==> src/rtl/fdc_fifo_pkg.sv <==
package fdc_fifo_pkg;

  typedef enum logic [2:0] {
    PH_CMD,    // command phase, single holding register
    PH_RD,     // execution, disk to host
    PH_WR,     // execution, host to disk
    PH_DRAIN,  // read stopped, host empties the buffer
    PH_PAD,    // write underrun, zero fill
    PH_CRC,    // two check bytes toward disk
    PH_RES     // result phase may start
  } phase_t;

  // One byte through a CRC-16, MSB first
  function automatic logic [15:0] crc16_byte(input logic [15:0] cur, input logic [7:0] b,
                                             input logic [15:0] poly);
    logic [15:0] r;
    r = cur;
    for (int i = 7; i >= 0; i--) begin
      if (r[15] ^ b[i]) r = {r[14:0], 1'b0} ^ poly;
      else              r = {r[14:0], 1'b0};
    end
    return r;
  endfunction

endpackage

==> src/rtl/fifo_store.sv <==
module fifo_store #(
  parameter int DEPTH = 16,
  parameter int W     = 8,
  localparam int PTR_W = (DEPTH > 1) ? $clog2(DEPTH) : 1,
  localparam int CNT_W = $clog2(DEPTH + 1)
) (
  input  logic             clk,
  input  logic             rst,
  input  logic             flush,
  input  logic             push,
  input  logic             pop,
  input  logic [W-1:0]     din,
  output logic [W-1:0]     head,
  output logic [CNT_W-1:0] fill
);

  logic [W-1:0]     mem [DEPTH];
  logic [PTR_W-1:0] wr_ptr, rd_ptr;

  function automatic logic [PTR_W-1:0] bump(input logic [PTR_W-1:0] p);
    return (p == PTR_W'(DEPTH - 1)) ? '0 : p + 1'b1;
  endfunction

  always_ff @(posedge clk) begin
    if (push) mem[wr_ptr] <= din;
  end

  always_ff @(posedge clk) begin
    if (rst || flush) begin
      wr_ptr <= '0;
      rd_ptr <= '0;
      fill   <= '0;
    end else begin
      if (push) wr_ptr <= bump(wr_ptr);
      if (pop)  rd_ptr <= bump(rd_ptr);
      case ({push, pop})
        2'b10:   fill <= fill + 1'b1;
        2'b01:   fill <= fill - 1'b1;
        default: ;
      endcase
    end
  end

  assign head = mem[rd_ptr];

endmodule

==> src/rtl/sector_crc.sv <==
module sector_crc
  import fdc_fifo_pkg::*;
#(
  parameter logic [15:0] POLY = 16'h1021,
  parameter logic [15:0] INIT = 16'hFFFF
) (
  input  logic        clk,
  input  logic        rst,
  input  logic        clear,
  input  logic        en,
  input  logic [7:0]  din,
  output logic [15:0] crc
);

  always_ff @(posedge clk) begin
    if (rst || clear) crc <= INIT;
    else if (en)      crc <= crc16_byte(crc, din, POLY);
  end

endmodule

==> src/rtl/fdc_data_fifo.sv <==
module fdc_data_fifo
  import fdc_fifo_pkg::*;
#(
  parameter int DEPTH    = 16,
  parameter int SECT_LEN = 512,
  parameter int THR_W    = $clog2(DEPTH)
) (
  input  logic             clk,
  input  logic             rst,
  input  logic             host_wr,
  input  logic [7:0]       host_wdata,
  input  logic             host_rd,
  output logic [7:0]       host_rdata,
  input  logic             cfg_load,
  input  logic             cfg_buf_en,
  input  logic [THR_W-1:0] cfg_thresh,
  input  logic             cmd_start,
  input  logic             exec_start,
  input  logic             exec_to_host,
  output logic             par_valid,
  output logic [7:0]       par_byte,
  input  logic             dsk_strobe,
  input  logic [7:0]       dsk_rdata,
  output logic             dsk_wvalid,
  output logic [7:0]       dsk_wdata,
  output logic             rqm,
  output logic             dio,
  output logic             srv_req,
  output logic             xfer_err,
  output logic             result_ready
);

  localparam int CNT_W = $clog2(DEPTH + 1);
  localparam int SEC_W = $clog2(SECT_LEN + 1);

  phase_t           phase;
  logic             buf_en_q;
  logic [THR_W-1:0] thr_q;
  logic             err_q;
  logic             par_valid_q;
  logic [7:0]       par_byte_q;
  logic [SEC_W-1:0] sec_cnt;
  logic             crc_lo_sel;
  logic             wv_q;
  logic [7:0]       wd_q;

  logic [CNT_W-1:0] fill, cap, thr_eff, free_sp;
  logic [7:0]       head, fifo_din, crc_din;
  logic [15:0]      crc;
  logic             flush, push, pop, room, have, sec_last, quiet, crc_en;

  assign flush    = cmd_start || exec_start;
  assign quiet    = !flush;
  assign cap      = buf_en_q ? CNT_W'(DEPTH) : CNT_W'(1);
  assign thr_eff  = buf_en_q ? CNT_W'(thr_q) : CNT_W'(1);
  assign room     = fill < cap;
  assign have     = fill != '0;
  assign free_sp  = cap - fill;
  assign sec_last = sec_cnt == SEC_W'(SECT_LEN - 1);

  assign push = quiet && room &&
                ((phase == PH_RD && dsk_strobe) || (phase == PH_WR && host_wr));
  assign pop  = quiet && have &&
                (((phase == PH_RD || phase == PH_DRAIN) && host_rd) ||
                 (phase == PH_WR && dsk_strobe));
  assign fifo_din = (phase == PH_RD) ? dsk_rdata : host_wdata;

  fifo_store #(.DEPTH(DEPTH), .W(8)) u_store (
    .clk(clk), .rst(rst), .flush(flush), .push(push), .pop(pop),
    .din(fifo_din), .head(head), .fill(fill)
  );

  assign crc_en  = quiet && dsk_strobe && (phase == PH_WR || phase == PH_PAD);
  assign crc_din = (phase == PH_WR && have) ? head : 8'h00;

  sector_crc u_crc (
    .clk(clk), .rst(rst), .clear(exec_start), .en(crc_en), .din(crc_din), .crc(crc)
  );

  always_ff @(posedge clk) begin
    if (rst) begin
      phase       <= PH_CMD;
      buf_en_q    <= 1'b0;
      thr_q       <= THR_W'(1);
      err_q       <= 1'b0;
      par_valid_q <= 1'b0;
      par_byte_q  <= '0;
      sec_cnt     <= '0;
      crc_lo_sel  <= 1'b0;
      wv_q        <= 1'b0;
      wd_q        <= '0;
    end else begin
      par_valid_q <= 1'b0;
      wv_q        <= 1'b0;
      if (cfg_load) begin
        buf_en_q <= cfg_buf_en;
        thr_q    <= (cfg_thresh == '0) ? THR_W'(1) : cfg_thresh;
      end
      if (cmd_start) begin
        phase <= PH_CMD;
        err_q <= 1'b0;
      end else if (exec_start) begin
        phase      <= exec_to_host ? PH_RD : PH_WR;
        sec_cnt    <= '0;
        crc_lo_sel <= 1'b0;
      end else begin
        case (phase)
          PH_CMD: if (host_wr && !par_valid_q) begin
            par_valid_q <= 1'b1;
            par_byte_q  <= host_wdata;
          end
          PH_RD: if (dsk_strobe) begin
            if (!room) begin
              err_q <= 1'b1;
              phase <= PH_DRAIN;
            end else begin
              sec_cnt <= sec_cnt + 1'b1;
              if (sec_last) phase <= PH_DRAIN;
            end
          end
          PH_DRAIN: if (!have) phase <= PH_RES;
          PH_WR: if (dsk_strobe) begin
            wv_q    <= 1'b1;
            wd_q    <= have ? head : 8'h00;
            sec_cnt <= sec_cnt + 1'b1;
            if (!have) err_q <= 1'b1;
            if (sec_last)   phase <= PH_CRC;
            else if (!have) phase <= PH_PAD;
          end
          PH_PAD: if (dsk_strobe) begin
            wv_q    <= 1'b1;
            wd_q    <= 8'h00;
            sec_cnt <= sec_cnt + 1'b1;
            if (sec_last) phase <= PH_CRC;
          end
          PH_CRC: if (dsk_strobe) begin
            wv_q       <= 1'b1;
            wd_q       <= crc_lo_sel ? crc[7:0] : crc[15:8];
            crc_lo_sel <= 1'b1;
            if (crc_lo_sel) phase <= PH_RES;
          end
          default: ;
        endcase
      end
    end
  end

  always_comb begin
    rqm     = 1'b0;
    dio     = 1'b0;
    srv_req = 1'b0;
    case (phase)
      PH_CMD:   rqm = !par_valid_q;
      PH_RD: begin
        rqm     = have;
        dio     = 1'b1;
        srv_req = fill >= thr_eff;
      end
      PH_DRAIN: begin
        rqm = have;
        dio = 1'b1;
      end
      PH_WR: begin
        rqm     = room;
        srv_req = free_sp >= thr_eff;
      end
      PH_RES:   dio = 1'b1;
      default: ;
    endcase
  end

  assign host_rdata   = head;
  assign par_valid    = par_valid_q;
  assign par_byte     = par_byte_q;
  assign dsk_wvalid   = wv_q;
  assign dsk_wdata    = wd_q;
  assign xfer_err     = err_q;
  assign result_ready = phase == PH_RES;

endmodule

==> config.mk <==
export PLATFORM = sky130hd
export DESIGN_NAME = fdc_data_fifo
export DESIGN_NICKNAME = d
export VERILOG_FILES = /design/src/rtl/fdc_fifo_pkg.sv /design/src/rtl/fifo_store.sv /design/src/rtl/sector_crc.sv /design/src/rtl/fdc_data_fifo.sv
export SDC_FILE = /design/constraint.sdc
export NUM_CORES = 1
export LEC_CHECK = 0
export ABC_AREA = 1
export BUFFER_PORTS_ARGS = -buffer_cell sky130_fd_sc_hd__buf_2
export CORE_ASPECT_RATIO = 1.2
export CORE_MARGIN = 1.5
export CORE_UTILIZATION = 60
export CTS_CLUSTER_DIAMETER = 100
export DETAILED_ROUTE_END_ITERATION = 7
export GPL_TIMING_DRIVEN = 0
export PLACE_DENSITY = 0.79
export SYNTH_ARGS = -nofsm -noshare
export SYNTH_HDL_FRONTEND = slang
export SYNTH_SLANG_ARGS = --single-unit
==> constraint.sdc <==
create_clock -name clk -period 3.45 [get_ports clk]
set_clock_uncertainty 0.05 [all_clocks]
set_input_delay 0.69 -clock clk [delete_from_list [all_inputs] [get_ports clk]]
set_output_delay 0.69 -clock clk [all_outputs]
set_load 0.005 [all_outputs]
* Word-level counts from Yosys, hierarchy flattened *
Memory sizes are Yosys's and may differ from the RTL's. A register that Yosys moved wholly into a read port is not among the register bits.
Index checks and enable logic that the tools add are counted.

storage, ports and cells
  logic and storage cells = 188
  flip-flop bits (word level) = 67
  output and inout port bits = 31
  input bits = 30
  bits in writable memories = 128
  memories = 1

memories
  name         depth  bits a word  rd ports  clocked after Yosys merged registers in  write ports  line              RTL
  u_store.mem  16     8            1         1                                        1            fifo_store.sv:17  logic [W-1:0] mem [DEPTH];

operators by class
  $add $sub $neg = 6
  multiplexer cells = 72
  reduce and logical (&&, ||, !) cells = 44
  equal/unequal tests = 28
  bitwise logic cells = 20
  order comparisons = 3

operators by type and width
  kind                     count
  $mux W16                 14
  $mux W13                 8
  $mux W8                  7
  $mux W10                 4
  $mux W3                  12
  $mux W4                  6
  $ne A3 B3 Y1 const B     8
  $not A3 Y3               8
  $pmux W8 S3              1
  $pmux W10 S2             1
  $pmux W3 S5              1
  $logic_and A1 B1 Y1      12
  $mux W1                  12
  $ne A2 B2 Y1 const B     6
  $reduce_and A6 Y1        2
  $add A10 B1 Y10 const B  1
  $eq A10 B9 Y1 const B    1
  $ge A5 B4 Y1             2
  $pmux W5 S2              1
  $reduce_and A10 Y1       1
  $eq A3 B3 Y1 const B     3
  $add A4 B1 Y4 const B    2
  $eq A4 B4 Y1 const B     2
  $ne A4 B4 Y1 const B     2
  29 further kinds         56

* Depth between registers and ports, before layout *
  word-level depth = 33
  depth in mapped cells = 18
  gate-level depth less buffers = 17

* Cells and area by module *
From an unflattened synthesis, not the netlist that was laid out.

unflattened totals
  cell total of the unflattened synthesis = 1,096
  area total of the unflattened synthesis = 9,724.3 µm²

by module, submodules not included
  module         times used  seq. area each (µm²)  area an instance (µm²)  cells an instance
  fifo_store     1           4,184.0               6,138.4                 533
  fdc_data_fifo  1           760.7                 2,600.0                 401
  sector_crc     1           320.3                 985.9                   162

* Worst setup path after synthesis *
OpenSTA, ideal clock, no wires.

  path kind = input-to-reg
  start = in exec_start
  end = reg u_store.fill[4]
  arrival = 2.789 ns
  setup slack = 0.541 ns
  required time = 3.330 ns
  path buffers = 1
  cell stages on the path = 15
  library setup time = 0.070 ns
  cell sequence = buf_2 > nor2_1 > nand2_1 > nor2_2 > ha_1 > xor2_1 > ha_1 > inv_1 > nand2_1 > nand2_1 > o21ai_0 > o21ai_0 > a21oi_1 > o21ai_0 > a21oi_1

between the ends
  cells in the longest elaborated chain, start to end = 6
  elaborated cells between the ends (all ways) = 11
  those cells by class = 2 x eq/ne; 1 x mux; 8 x reduce/logical

ends and longest elaborated chain
  what                                                 line                                      RTL
  from (decl)                                          fdc_data_fifo.sv:18                       input logic exec_start,
  $logic_or A1 B1 Y1 (*)                               fdc_data_fifo.sv:52                       assign flush = cmd_start || exec_start;
  $logic_not A1 Y1                                     fdc_data_fifo.sv:53                       assign quiet = !flush;
  $logic_and A1 B1 Y1 (on tied branches) (2 in a row)  fdc_data_fifo.sv:63, fdc_data_fifo.sv:61
  $eq A2 B1 Y1 or $eq A2 B2 Y1 (tied branches)         fifo_store.sv:36                          case ({push, pop})
  $pmux W5 S2 or $reduce_bool A2 Y1 (tied branches)    --
  to (signal assigned)                                 fifo_store.sv:37                          2'b10: fill <= fill + 1'b1;
  to (signal assigned)                                 fifo_store.sv:38                          2'b01: fill <= fill - 1'b1;
  to (decl)                                            fifo_store.sv:14                          output logic [CNT_W-1:0] fill

Mark *: on every way between the ends. The rest lies on a longest branch, timed or not.
A chain may end at the register's enable or synchronous reset.

* Worst setup path in the final report *
  start = reg u_store.fill[0]
  end = out srv_req

between the ends
  cells in the longest elaborated chain, start to end = 3
  elaborated cells between the ends (all ways) = 4
  those cells by class = 1 x add/sub; 2 x order compare; 1 x mux

ends and longest elaborated chain
  what             line                  RTL
  $sub A5 B5 Y5    fdc_data_fifo.sv:58   assign free_sp = cap - fill;
  $ge A5 B4 Y1     fdc_data_fifo.sv:165  srv_req = free_sp >= thr_eff;
  $pmux W1 S2 (*)  fdc_data_fifo.sv:152  case (phase)
  to (decl)        fdc_data_fifo.sv:28   output logic srv_req,

Marked as above.

==> run metrics <==
status finished clean; Post-CTS Setup Bufs 0; # hold bufs at CTS 0; GRT overflow 0; RSZ-0062 raised after global routing no; most common cell after layout, fill and taps aside nand2_1; root buffer cell clkbuf_16; Clock Tree Buf Depth 2; routed length per placed instance 17.20 µm; Async SR Flop Fraction 0%; hold depth 2; die width 118.0 µm; Slew Limit Fails 0; num rows 50; most frequent cells in the layout nand2_1, edfxtp_1, inv_1, nand3_1, nor2_1; crit-path max FO 5; sequential area share after synthesis 55.32%; latest clock arrival within the worst-skew pair 440 ps; layout cells sized above 1 11.63%; total global routing track utilization 30.32%; Pwr Density 443.9 nW/µm²; Final Cycle Share 93.28%; Synth Register Bits 199; Worst Path Arrival 2480 ps; final setup fails 0; Final #Nets 1242; largest net degree at the start of global routing 18; Via density 5.587; antenna violations before repair 0; Final Non-Filler Cells 1412; final period demand of the worst path 3218 ps; die height 141.0 µm; Net Count, Synth 1163; leakage 4.607 nW; CTS buffer count 17; CTS tree done; crit end category primary output; worst endpoint required time 2710 ps; DRC viols 0; Worst Tran Pin Value 893.2 ps; gpl congestion 0.9813; Yosys cell types 48; drt pass-1 iters 6; Tot Pwr 4.727 mW; final WL 24280 µm; Reg clk slew, reported paths 70 ps; clk sinks 199; Layout Utilization 68.35%; first-pass GRT wire length 38800 µm; placed inst area 10090 µm²; Peak supply drop 0.2862 mV; cell count after placement 1380; Die ar. 16630 µm²; ys flop type edfxtp_1; Max-Cap Viols 0; area growth from synthesis to layout 11.87%; Ports 61; Initial DRC Count 737; synth warn 0; Peak Freq 310.7 MHz; Post-Layout Inst Area 10650 µm²; Inserted Diodes 0; post-synthesis instance area 9518 µm²; final hold slack 417.9 ps; Post-synth EDFFs 128; number of global-route vias before repair 7686; Syn Area/Cell 8.559 µm²; # H-tree levels 4; Starting Density 61.10%; Hold Path Class reg2reg; category of the most critical setup path reg2out; post-synthesis cell count 1112; via count 7889; startpoint types register; port bufs 59; DP HPWL 17090 µm; Core ar. 15580 µm²; Rel. slew slack 40.24%; worst r2r path cells 17; Final Hold Fails 0; antenna-violating nets left 0
## power by group
group | switching, mW | internal [mW] | total [mW]
logic | 0.177 | 0.0726 | 0.249
registers | 0.0139 | 2.57 | 2.58
clock network | 0.899 | 0.996 | 1.89
## path summary, 6_finish.rpt
kind	from	endpoint	slack, ps
worst max-delay path	u_store.fill[0]	srv_req	230
worst min-delay path	sec_cnt[4]	sec_cnt[4]	420
worst max register to register	buf_en_q	u_store.fill[4]	260
worst min register to register	sec_cnt[4]	sec_cnt[4]	420
## synth_stat cells, types with 2 or more instances
| master | count | area share, % |
|---|---|---|
| ha_1 | 21 | 2.8 |
| o211ai_1 | 13 | 1.0 |
| buf_4 | 4 | 0.32 |
| dfxtp_1 | 71 | 15 |
| nor3_1 | 6 | 0.32 |
| nand3_1 | 119 | 6.3 |
| a21oi_1 | 51 | 2.7 |
| o21ai_0 | 39 | 2.1 |
| a211oi_1 | 9 | 0.71 |
| buf_2 | 15 | 0.79 |
| nand3_2 | 2 | 0.21 |
| o21ai_1 | 9 | 0.47 |
| or2_2 | 2 | 0.13 |
| nor3_2 | 2 | 0.21 |
| nor4_1 | 2 | 0.13 |
| a31oi_1 | 3 | 0.20 |
| edfxtp_1 | 128 | 40 |
| clkbuf_1 | 12 | 0.47 |
| nor2_1 | 118 | 4.7 |
| nand4_1 | 2 | 0.13 |
| xnor2_1 | 2 | 0.18 |
| buf_6 | 4 | 0.47 |
| xor2_1 | 11 | 1.0 |
| nand2_1 | 304 | 12 |
| inv_1 | 126 | 5.0 |
| inv_2 | 9 | 0.35 |
| o31ai_1 | 2 | 0.16 |
| nand2_2 | 6 | 0.39 |
## metrics by stage
step | setup TNS, ps | setup slack [ps]
after floorplan | 0 | 541.1
after global placement | -1046 | -131.4
after detailed placement | -9.251 | -9.251
after CTS | 0 | 149.1
after global routing | 0 | 18.13
final | 0 | 231.7
## layout make-up
type	count	area [µm²]
Sequential cell	199	5266
Inverter	136	510.5
Timing Repair Buffer	60	302.8
Buffer	36	198.9
Tap cell	208	260.3
Clock buffer	18	429.2
Fill cell	1236	4930
Multi-Input combinational cell	741	3550
Clock inverter	14	130.1
## kinds of logic (layout without fill, tap and decap cells)
logic type                 after synthesis  count (layout)  synth area share [%]
xor gates and xnor gates                13              13                 1.196
and+or+nand+nor                        570             570                 24.96
buffers and inverters                  172             264                 7.453
AOI/OAI and AO/OA                      137             137                 8.308
DFF                                    199             199                 55.32
adders and majority gates               21              21                 2.761
## critical path, cell delays in order (launching register included)
cell and delay, ps:
dfxtp_1 420, ha_1 210, inv_1 50, ha_1 260, ha_1 280, a21boi_0 120
o21a_1 160, o21ai_0 160, a21oi_1 90, a21o_1 150, buf_2 120
## repair_timing
| item | 4_1_cts | 5_1_grt |
|---|---|---|
| resized for setup | 0 | 1 |
| endpoints found under the setup margin | 0 | 1 |
| hold endpoints to repair | 0 | 0 |
## per-layer routing
layer / share of wire, % / wire length (µm) / up-vias / track usage (%)
met3: 7.3 / 1771 / 77 / 5.259
met5: 0 / 0 / - / 0
li1: - / - / 3822 / -
met4: 4.0 / 969 / 0 / 13.61
met1: 38 / 9284 / 3634 / 35.97
met2: 50 / 12260 / 356 / 54.08
## state kept, by name, indices dropped and copies added, names as in the netlist, named ones only
name and flops:
thr_q 4, dsk_wdata 8, dsk_wvalid 1, u_store.rd_ptr 4, sec_cnt 10, buf_en_q 1, phase 3, u_crc.crc 16
par_byte 8, u_store.mem 128, u_store.fill 5, xfer_err 1, crc_lo_sel 1, u_store.wr_ptr 4, par_valid 1
No activity file was read; power rests on OpenSTA's default activity.
